`src/rtl/pbc_pkg.sv`:
```
package pbc_pkg;
  typedef enum logic [1:0] {
    CLS_ALU = 2'b00,
    CLS_CTL = 2'b01,
    CLS_PRM = 2'b10,
    CLS_RSV = 2'b11
  } insn_cls_e;

  localparam int RD_PORTS   = 4;
  localparam int BASE_PORTS = 2;
endpackage

```
`src/rtl/pbc_decode.sv`:
```
module pbc_decode #(
  parameter int REG_W = 5,
  localparam int INSN_W = 3 + 3*REG_W
) (
  input  logic [INSN_W-1:0] insn,
  output logic              is_ctl,
  output logic              is_prm,
  output logic              kind,
  output logic [REG_W-1:0]  f_rd,
  output logic [REG_W-1:0]  f_ra,
  output logic [REG_W-1:0]  f_rb
);
  import pbc_pkg::*;

  localparam int CLS_LSB  = 3*REG_W + 1;
  localparam int KIND_BIT = 3*REG_W;

  insn_cls_e cls;

  always_comb begin
    cls    = insn_cls_e'(insn[CLS_LSB +: 2]);
    is_ctl = (cls == CLS_CTL);
    is_prm = (cls == CLS_PRM);
    kind   = insn[KIND_BIT];
    f_rd   = insn[2*REG_W +: REG_W];
    f_ra   = insn[REG_W +: REG_W];
    f_rb   = insn[0 +: REG_W];
  end
endmodule

```
`src/rtl/pbc_hold.sv`:
```
module pbc_hold #(
  parameter int REG_W = 5
) (
  input  logic             clk,
  input  logic             rst_n,
  input  logic             cap,
  input  logic             clr,
  input  logic             drop,
  input  logic             d_kind,
  input  logic [REG_W-1:0] d_cfg1,
  input  logic [REG_W-1:0] d_cfg2,
  output logic             pend,
  output logic             p_kind,
  output logic [REG_W-1:0] p_cfg1,
  output logic [REG_W-1:0] p_cfg2,
  output logic             err
);
  always_ff @(posedge clk) begin
    if (!rst_n) begin
      pend   <= 1'b0;
      err    <= 1'b0;
      p_kind <= 1'b0;
      p_cfg1 <= '0;
      p_cfg2 <= '0;
    end else begin
      err <= drop;
      if (cap) begin
        pend   <= 1'b1;
        p_kind <= d_kind;
        p_cfg1 <= d_cfg1;
        p_cfg2 <= d_cfg2;
      end else if (clr || drop) begin
        pend <= 1'b0;
      end
    end
  end
endmodule

```
`src/rtl/pbc_pair.sv`:
```
module pbc_pair #(
  parameter int REG_W = 5
) (
  input  logic             in_valid,
  input  logic             iss_ready,
  input  logic             is_ctl,
  input  logic             is_prm,
  input  logic             kind,
  input  logic [REG_W-1:0] f_rd,
  input  logic [REG_W-1:0] f_ra,
  input  logic [REG_W-1:0] f_rb,
  input  logic             pend,
  input  logic             p_kind,
  input  logic [REG_W-1:0] p_cfg1,
  input  logic [REG_W-1:0] p_cfg2,
  output logic             in_ready,
  output logic             iss_valid,
  output logic             bundle,
  output logic [REG_W-1:0] o_rd,
  output logic [REG_W-1:0] o_rs0,
  output logic [REG_W-1:0] o_rs1,
  output logic [REG_W-1:0] o_rs2,
  output logic [REG_W-1:0] o_rs3,
  output logic [pbc_pkg::RD_PORTS-1:0] rden,
  output logic             cap,
  output logic             clr,
  output logic             drop
);
  import pbc_pkg::*;

  logic match;

  always_comb begin
    match     = pend && is_prm && (kind == p_kind);
    in_ready  = 1'b0;
    iss_valid = 1'b0;
    bundle    = 1'b0;
    cap       = 1'b0;
    clr       = 1'b0;
    drop      = 1'b0;
    o_rd      = f_rd;
    o_rs0     = f_ra;
    o_rs1     = f_rb;
    o_rs2     = '0;
    o_rs3     = '0;
    if (!pend) begin
      if (is_ctl) begin
        in_ready = 1'b1;
        cap      = in_valid;
      end else begin
        iss_valid = in_valid;
        in_ready  = iss_ready;
      end
    end else if (match) begin
      iss_valid = in_valid;
      in_ready  = iss_ready;
      bundle    = 1'b1;
      clr       = in_valid && iss_ready;
      o_rs1     = p_cfg1;
      o_rs2     = p_cfg2;
      o_rs3     = f_rb;
    end else begin
      drop = in_valid;
    end
  end

  for (genvar g = 0; g < RD_PORTS; g++) begin : g_rden
    if (g < BASE_PORTS) begin : g_base
      assign rden[g] = iss_valid;
    end else begin : g_extra
      assign rden[g] = iss_valid && bundle;
    end
  end
endmodule

```
`src/rtl/perm_bundle_combiner.sv`:
```
module perm_bundle_combiner #(
  parameter int REG_W = 5,
  localparam int INSN_W = 3 + 3*REG_W
) (
  input  logic              clk,
  input  logic              rst_n,
  input  logic              in_valid,
  output logic              in_ready,
  input  logic [INSN_W-1:0] in_insn,
  output logic              iss_valid,
  input  logic              iss_ready,
  output logic              iss_bundle,
  output logic              iss_inv,
  output logic [INSN_W-1:0] iss_insn,
  output logic [REG_W-1:0]  iss_rd,
  output logic [REG_W-1:0]  iss_rs0,
  output logic [REG_W-1:0]  iss_rs1,
  output logic [REG_W-1:0]  iss_rs2,
  output logic [REG_W-1:0]  iss_rs3,
  output logic [3:0]        iss_rden,
  output logic              orphan_err
);
  logic             is_ctl, is_prm, kind;
  logic [REG_W-1:0] f_rd, f_ra, f_rb;
  logic             pend_q, p_kind;
  logic [REG_W-1:0] p_cfg1, p_cfg2;
  logic             cap, clr, drop;

  pbc_decode #(.REG_W(REG_W)) u_dec (
    .insn(in_insn), .is_ctl(is_ctl), .is_prm(is_prm), .kind(kind),
    .f_rd(f_rd), .f_ra(f_ra), .f_rb(f_rb)
  );

  pbc_hold #(.REG_W(REG_W)) u_hold (
    .clk(clk), .rst_n(rst_n), .cap(cap), .clr(clr), .drop(drop),
    .d_kind(kind), .d_cfg1(f_ra), .d_cfg2(f_rb),
    .pend(pend_q), .p_kind(p_kind), .p_cfg1(p_cfg1), .p_cfg2(p_cfg2),
    .err(orphan_err)
  );

  pbc_pair #(.REG_W(REG_W)) u_pair (
    .in_valid(in_valid), .iss_ready(iss_ready),
    .is_ctl(is_ctl), .is_prm(is_prm), .kind(kind),
    .f_rd(f_rd), .f_ra(f_ra), .f_rb(f_rb),
    .pend(pend_q), .p_kind(p_kind), .p_cfg1(p_cfg1), .p_cfg2(p_cfg2),
    .in_ready(in_ready), .iss_valid(iss_valid), .bundle(iss_bundle),
    .o_rd(iss_rd), .o_rs0(iss_rs0), .o_rs1(iss_rs1),
    .o_rs2(iss_rs2), .o_rs3(iss_rs3), .rden(iss_rden),
    .cap(cap), .clr(clr), .drop(drop)
  );

  assign iss_inv  = kind;
  assign iss_insn = in_insn;
endmodule

```
`config.mk`:
```
export PLATFORM = sky130hd
export DESIGN_NAME = perm_bundle_combiner
export DESIGN_NICKNAME = d
export VERILOG_FILES = /design/src/rtl/pbc_pkg.sv /design/src/rtl/pbc_decode.sv /design/src/rtl/pbc_hold.sv /design/src/rtl/pbc_pair.sv /design/src/rtl/perm_bundle_combiner.sv
export SDC_FILE = /design/constraint.sdc
export NUM_CORES = 1
export LEC_CHECK = 0
export BUFFER_PORTS_ARGS = -buffer_cell sky130_fd_sc_hd__buf_2
export CAP_MARGIN = 20
export CORE_AREA = 10 10 61 63
export CTS_CLUSTER_DIAMETER = 100
export DETAILED_ROUTE_END_ITERATION = 6
export DIE_AREA = 0 0 71 73
export PLACE_DENSITY_LB_ADDON = 0.08
export SYNTH_ARGS = -nofsm -noshare
export SYNTH_HDL_FRONTEND = slang
export SYNTH_SLANG_ARGS = --single-unit
```
`constraint.sdc`:
```
create_clock -name clk -period 1.4 [get_ports clk]
set_input_delay 0.07 -clock clk [delete_from_list [all_inputs] [get_ports clk]]
set_output_delay 0.07 -clock clk [all_outputs]
set_load 0.02 [all_outputs]
```
==> metrics.txt, run 1 <==
status=finished, violations left; failing checks=negative setup slack; Synth top area share=a little over a quarter; Final nets=175; Cell Area, Synth=952.2 um^2; Setup violations, final=22; gr ovfl total=0; WL/cell=14.15 um; min-delay src=in_insn[9]; Finished Layout Cells=around 180; commonest cells after routing, fill and taps aside=buf_2, buf_6, nand2_1; Reg clk slew, reported paths=0.08 ns; crit share post-route=115.6%; Max Freq=~600 MHz; residual DRC count=0; Avg Cell Area, Syn=around 8.3 um^2; CP Max Fanout=5; # hold bufs at CTS=0; Yosys top cell by area=dfxtp_1; worst-path cell chain=xor2_2 > nor3_2 > buf_4 > mux2_4 > buf_6; Hold Vio Cnt, Final=0; via count=between 800 and 900; Seq/Total Area, Yosys=27.33%; slowest cell delay on critical path=0.34 ns; port bufs=58; initial antenna violation count=0; clock buffer count from CTS=3; Placed Cells=173; diode count=0; largest net degree at the start of global routing=14; Setup crit start kind=flip-flop; R2R setup slack=0.31 ns; first drt pass iteration count=3; worst r2r src=u_hold.pend$_SDFFE_PN0P_; Req. time, crit path=1.33 ns; endpoint class of the critical path=primary output; Chip Height=between 70 and 80 um; post-synthesis cell type count=24; Yosys Warn Count=0; max-cap violation count=0; Worst slew margin=85.34%; peak supply drop=0.5114 mV; Slew @ Worst Pin=0.2180 ns; Pleak=around 0.64 nW; fraction of layout cells with a size suffix above 1=between 60% and 70%; Worst Setup SP=u_hold.p_kind$_SDFFE_PN0P_; Synth Register Bits=13; initial DRC count=15; RePlAce Congestion=between 0.6 and 0.7; HP Class=in2reg; vias in the first global route=803; CTS sink cnt=13; critical path's slowest cell=dfxtp_2; Worst-Skew Late Latency=0.27 ns; area growth from synthesis to layout=39.95%; clk buf depth=2; Power Density=654.4 nW/um^2; GRT Util Overall=9.587%; R2R depth=3; initial core utilization=36.41%; hold path depth=3; Antenna Nets Post-Route=0; WL final=2590 um; vias per cell=4.459; core area=2615 um^2; Post-Syn Nets=137; Tmin final=1.619 ns; H-tree levels=1; first-pass GRT wire length=4098 um; I/O Pins=74; Slew Limit Fails=0; Final Skew=0.0005184 ns; RSZ-0062 raised after global routing=yes; Total Power=872.0 uW; die width=71 um; Hold Path End=u_hold.p_cfg1[4]$_SDFFE_PN0P_; synth top area cells=dfxtp_1, buf_4, nand2_1; commonest non-fill, non-tap cell in the layout=buf_2; clock root cell=clkbuf_4; crit path DAT=1.55 ns; Rows=19; Mapped Cells=115; setup ws final=-0.2186 ns; reg2reg end=u_hold.pend$_SDFFE_PN0P_; die area=between 5000 and 6000 um^2; CTS tree=built; Worst Path Class, Setup=reg2out
state kept, by name, indices dropped and copies added, names as in the netlist:
signal         flops
u_hold.p_cfg1      5
u_hold.p_kind      1
u_hold.pend        1
u_hold.err         1
u_hold.p_cfg2      5
critical path, delay by kind of cell, from the launching register on:
kind | cells | cell delay [ns]
xor gates and xnor gates | 1 | 0.15
buffers and inverters | 2 | 0.32
DFF | 1 | 0.34
muxes | 1 | 0.31
and+or+nand+nor | 1 | 0.16
stage by stage:
step	cell area, um^2	util [%]	hold slack [ns]	worst slack, ns	setup TNS [ns]
global placement	1057	40.43	0.1402	0.01877	0
global route	1333	50.96	0.02616	-0.2822	-4.593
detailed placement	1057	40.43	0.1402	-0.007224	-0.01273
finish	1333	50.96	0.04130	-0.2186	-3.095
CTS	1313	50.19	0.03478	-0.2293	-3.160
floorplan	953.4	-	0.2048	0.03018	0
cell type report:
cell class                 count  area, um^2
fill                         275        1282
timing repair buffer          70       540.5
multi-input combinational     64       460.4
sequential                    13       262.8
tap                           31       38.79
clock buffer                   4       26.28
inverter                       1       3.754
power by group:
| group | internal (mW) | leakage (nW) | switching (mW) |
|---|---|---|---|
| clock network | 0.110 | 0.0150 | 0.122 |
| registers | 0.382 | 0.106 | 0.00629 |
| logic | 0.113 | 0.520 | 0.139 |
| total | 0.605 | 0.641 | 0.267 |
synthesized netlist by cell type, drive strengths merged:
master	number
nand3	1
nor2b	2
clkbuf	1
nor3	1
and4bb	1
nor4	1
buf	36
dfxtp	13
xor2	1
a21boi	11
inv	1
nand2	23
o21a	1
nor2	1
a21oi	1
a21o	1
nand4bb	1
o31a	1
mux2	5
and2	11
nand2b	1
worst max-delay path by stage:
stage,depth (start not counted),to,slack (ns)
2_1_floorplan,5,iss_rden[0],0.03
3_3_place_gp,5,iss_rs1[4],0.02
3_5_place_dp,5,iss_rs1[4],-0.007
4_1_cts,5,iss_rs1[3],-0.23
5_1_grt,5,iss_rs1[1],-0.28
6_report,5,iss_rs1[0],-0.22
per-layer routing:
metal  share of wire [%]  vias to the layer above  GRT usage, %
li1                    -                      413             -
met1                  39                      367         10.32
met2                  54                       34         17.21
met3                 6.7                        2         4.762
met4                0.31                        0        0.6452
met5                   0                        -             0
what timing repair did:
item,in CTS,in global routing
setup endpoints to repair,22,22
resized for setup,61,4
pin swaps,7,1
buffers inserted,5,1
cell families after synthesis:
kind of cell / count (synthesis) / synth area share, %
multiplexers: 5 / 7.884
flip-flops: 13 / 27.33
XOR/XNOR: 1 / 0.9200
AO/OA/AOI/OAI: 15 / 11.70
buffers and inverters: 38 / 28.78
AND/OR/NAND/NOR: 43 / 23.39
Power figures use the tool's default switching activity.
==> run 2: changes to the inputs <==
--- a/config.mk
+++ b/config.mk
@@ -11,7 +11,7 @@
 export CTS_CLUSTER_DIAMETER = 100
 export DETAILED_ROUTE_END_ITERATION = 6
 export DIE_AREA = 0 0 71 73
-export PLACE_DENSITY_LB_ADDON = 0.08
+export PLACE_DENSITY_LB_ADDON = 0.2
 export SYNTH_ARGS = -nofsm -noshare
 export SYNTH_HDL_FRONTEND = slang
 export SYNTH_SLANG_ARGS = --single-unit
==> run 2 against run 1 <==
The flow still finishes with violations (negative setup slack). Design area shrank 0.94%. Non-clock buffer count is the same. Via count grew 1.1%. Critical path depth is the same. Worst hold slack lost 0.0014 ns. Sequential share of layout area grew 0.092 points. Routed wire length shrank 1.4%. Die area is the same. Sequential power is essentially flat. Setup slack lost 0.045 ns. Total power shrank 0.51%. Critical path type unchanged. Largest cell class unchanged.
==> metrics.txt, run 2 (synthesis gave the netlist of run 1 again) <==
status=finished, violations left; failing checks=negative setup slack; gr ovfl total=0 (unchanged); vias per cell=4.508 (+1.1%); CP Max Fanout=6 (+1); Max Freq=601.2 MHz (-2.7%); GRT Util Overall=9.461% (-0.13 points); Internal=606.7 uW (+0.28%); WL/cell=13.96 um (-1.4%); Final HPWL DP=1869 um; CTS sink cnt=13 (unchanged); largest net degree at the start of global routing=14 (unchanged); peak supply drop=0.5437 mV (+6.3%); slowest cell delay on critical path=0.34 ns (about the same); Antenna Nets Post-Route=0 (unchanged); Placed Cells=172 (-0.58%); Final Skew=0.003259 ns (+0.002741 ns); CP delay by family, top=flip-flops; die area=5183 um^2 (unchanged); Chip Height=73 um (unchanged); Fillers=261 (-5.1%); clk buf depth=2 (unchanged); via count=825 (+1.1%); port bufs=58 (unchanged); Worst Path Class, Setup=reg2out; clock root cell=clkbuf_4; setup ws final=-0.2635 ns (-0.04490 ns); Pleak=0.6381 nW (-0.50%); CTS tree=built; Worst-Skew Late Latency=0.27 ns (about the same); Tmin final=1.663 ns (+0.04490 ns); crit path DAT=1.59 ns (+0.04 ns); Final Cell Area=1320 um^2 (-0.94%); RePlAce Congestion=0.6977 (+0.17%); combinational share of power=29.3% (+0.4 points); clock buffer count from CTS=3 (unchanged); initial core utilization=36.41% (unchanged); Slew Limit Fails=0 (unchanged); WL final=2554 um (-1.4%); commonest cells after routing, fill and taps aside=buf_2, buf_6, nand2_1; area growth from synthesis to layout=38.63%; HP Class=in2reg; fraction of layout cells with a size suffix above 1=61.18% (-0.66 points); Reg clk slew, reported paths=0.08 ns (about the same); initial antenna violation count=0 (unchanged); Hold Vio Cnt, Final=0 (unchanged); Rows=19 (unchanged); worst-path cell chain=xor2_2 > nor3_2 > buf_6 > mux2_4 > buf_6; Setup violations, final=22 (unchanged); Net Sw Power=260.9 uW (-2.3%); Largest regs=u_hold.p_cfg1 (5), u_hold.p_cfg2 (5); Final nets=175 (unchanged); sequential share of power=44.7% (+0.2 points); Switching Share=30.07% (-0.55 points); H-tree levels=1 (unchanged); first-pass GRT wire length=4050 um (-1.2%); Clk network pwr share=26.0% (-0.6 points); crit share post-route=118.8% (+3.2 points); Slew @ Worst Pin=0.2435 ns (+0.02554 ns); vias in the first global route=839 (+4.5%); R2R setup slack=0.19 ns (-0.12 ns); placed cell areas=1050 um^2 (-0.71%); critical path's slowest cell=dfxtp_2; commonest non-fill, non-tap cell in the layout=buf_2; Power Density=657.3 nW/um^2 (+0.44%); initial DRC count=22 (+7); Finished Layout Cells=183 (unchanged); residual DRC count=0 (unchanged); # hold bufs at CTS=0 (unchanged); CP bufs+invs=2 (unchanged); Req. time, crit path=1.33 ns (about the same); core area=2615 um^2 (unchanged); RSZ-0062 raised after global routing=yes; Fin Hold WS=0.03986 ns (-0.001431 ns); die width=71 um (unchanged); I/O Pins=74 (unchanged); Worst slew margin=83.62% (-1.7 points); Setup crit start kind=flip-flop; CP most frequent cell=buf_6; max-cap violation count=0 (unchanged); diode count=0 (unchanged); endpoint class of the critical path=primary output; first drt pass iteration count=2 (-1)
[run 2: cell counts in the layout (fill, tap and decap cells not counted)]
No cell type changed its count.
[run 2: layout make-up]
type | count | area, um^2 | share of cell area [%]
Timing Repair Buffer | 70 | 529.3 | 40.09
Sequential cell | 13 | 261.5 | 19.81
Multi-Input combinational cell | 64 | 460.4 | 34.88
Inverter | 1 | 3.754 | 0.2844
Tap cell | 31 | 38.79 | 2.938
Clock buffer | 4 | 26.28 | 1.991
[run 2: repair_timing]
item                       CTS  global route
setup buffers                5             3
pin swaps                    9             1
cloned                       1             0
setup endpoints to repair   22            22
gates resized for setup     60             3
[run 2: worst reg2reg max path: stages (launching register included)]
cell	delay, ns
dfxtp_1	0.33
buf_4	0.13
and4bb_1	0.18
buf_4	0.18
o31a_1	0.29
[run 2: per-stage QoR]
step           total power, mW  setup WS (ns)  utilization [%]  setup TNS [ns]
6_report                0.8676        -0.2635            50.48          -3.735
5_1_grt                 0.9274        -0.3404            50.48          -5.545
4_1_cts                 0.8783        -0.2538            49.95          -3.941
3_5_place_dp            0.6143       -0.04712            40.14         -0.1824
3_3_place_gp            0.6117     -0.0003513            40.14      -0.0007733
2_1_floorplan           0.6050        0.03018                -               0
[run 2: power by group through the flow]
stage	logic [mW]	clock network (mW)	registers (mW)
5_1_grt	0.274	0.264	0.389
2_1_floorplan	0.209	0	0.396
6_report	0.254	0.226	0.388
4_1_cts	0.253	0.238	0.388
3_3_place_gp	0.217	0	0.395
3_5_place_dp	0.219	0	0.396
[run 2: final timing paths]
| path | endpoint | startpoint | cells after the start |
|---|---|---|---|
| setup reg to reg | u_hold.pend$_SDFFE_PN0P_ | u_hold.pend$_SDFFE_PN0P_ | 4 |
| setup / recovery | iss_rs1[3] | u_hold.p_kind$_SDFFE_PN0P_ | 5 |
| hold reg to reg | u_hold.p_cfg2[1]$_SDFFE_PN0P_ | u_hold.p_cfg2[1]$_SDFFE_PN0P_ | 2 |
| hold / removal | u_hold.p_cfg1[0]$_SDFFE_PN0P_ | in_insn[5] | 3 |
[run 2: routing by layer]
layer	up-vias	global-route usage (%)	routed length [um]
met5	-	0	0
met4	0	3.656	30
met3	4	4.898	266
met2	36	17.21	1372
met1	374	8.812	884
li1	411	-	-
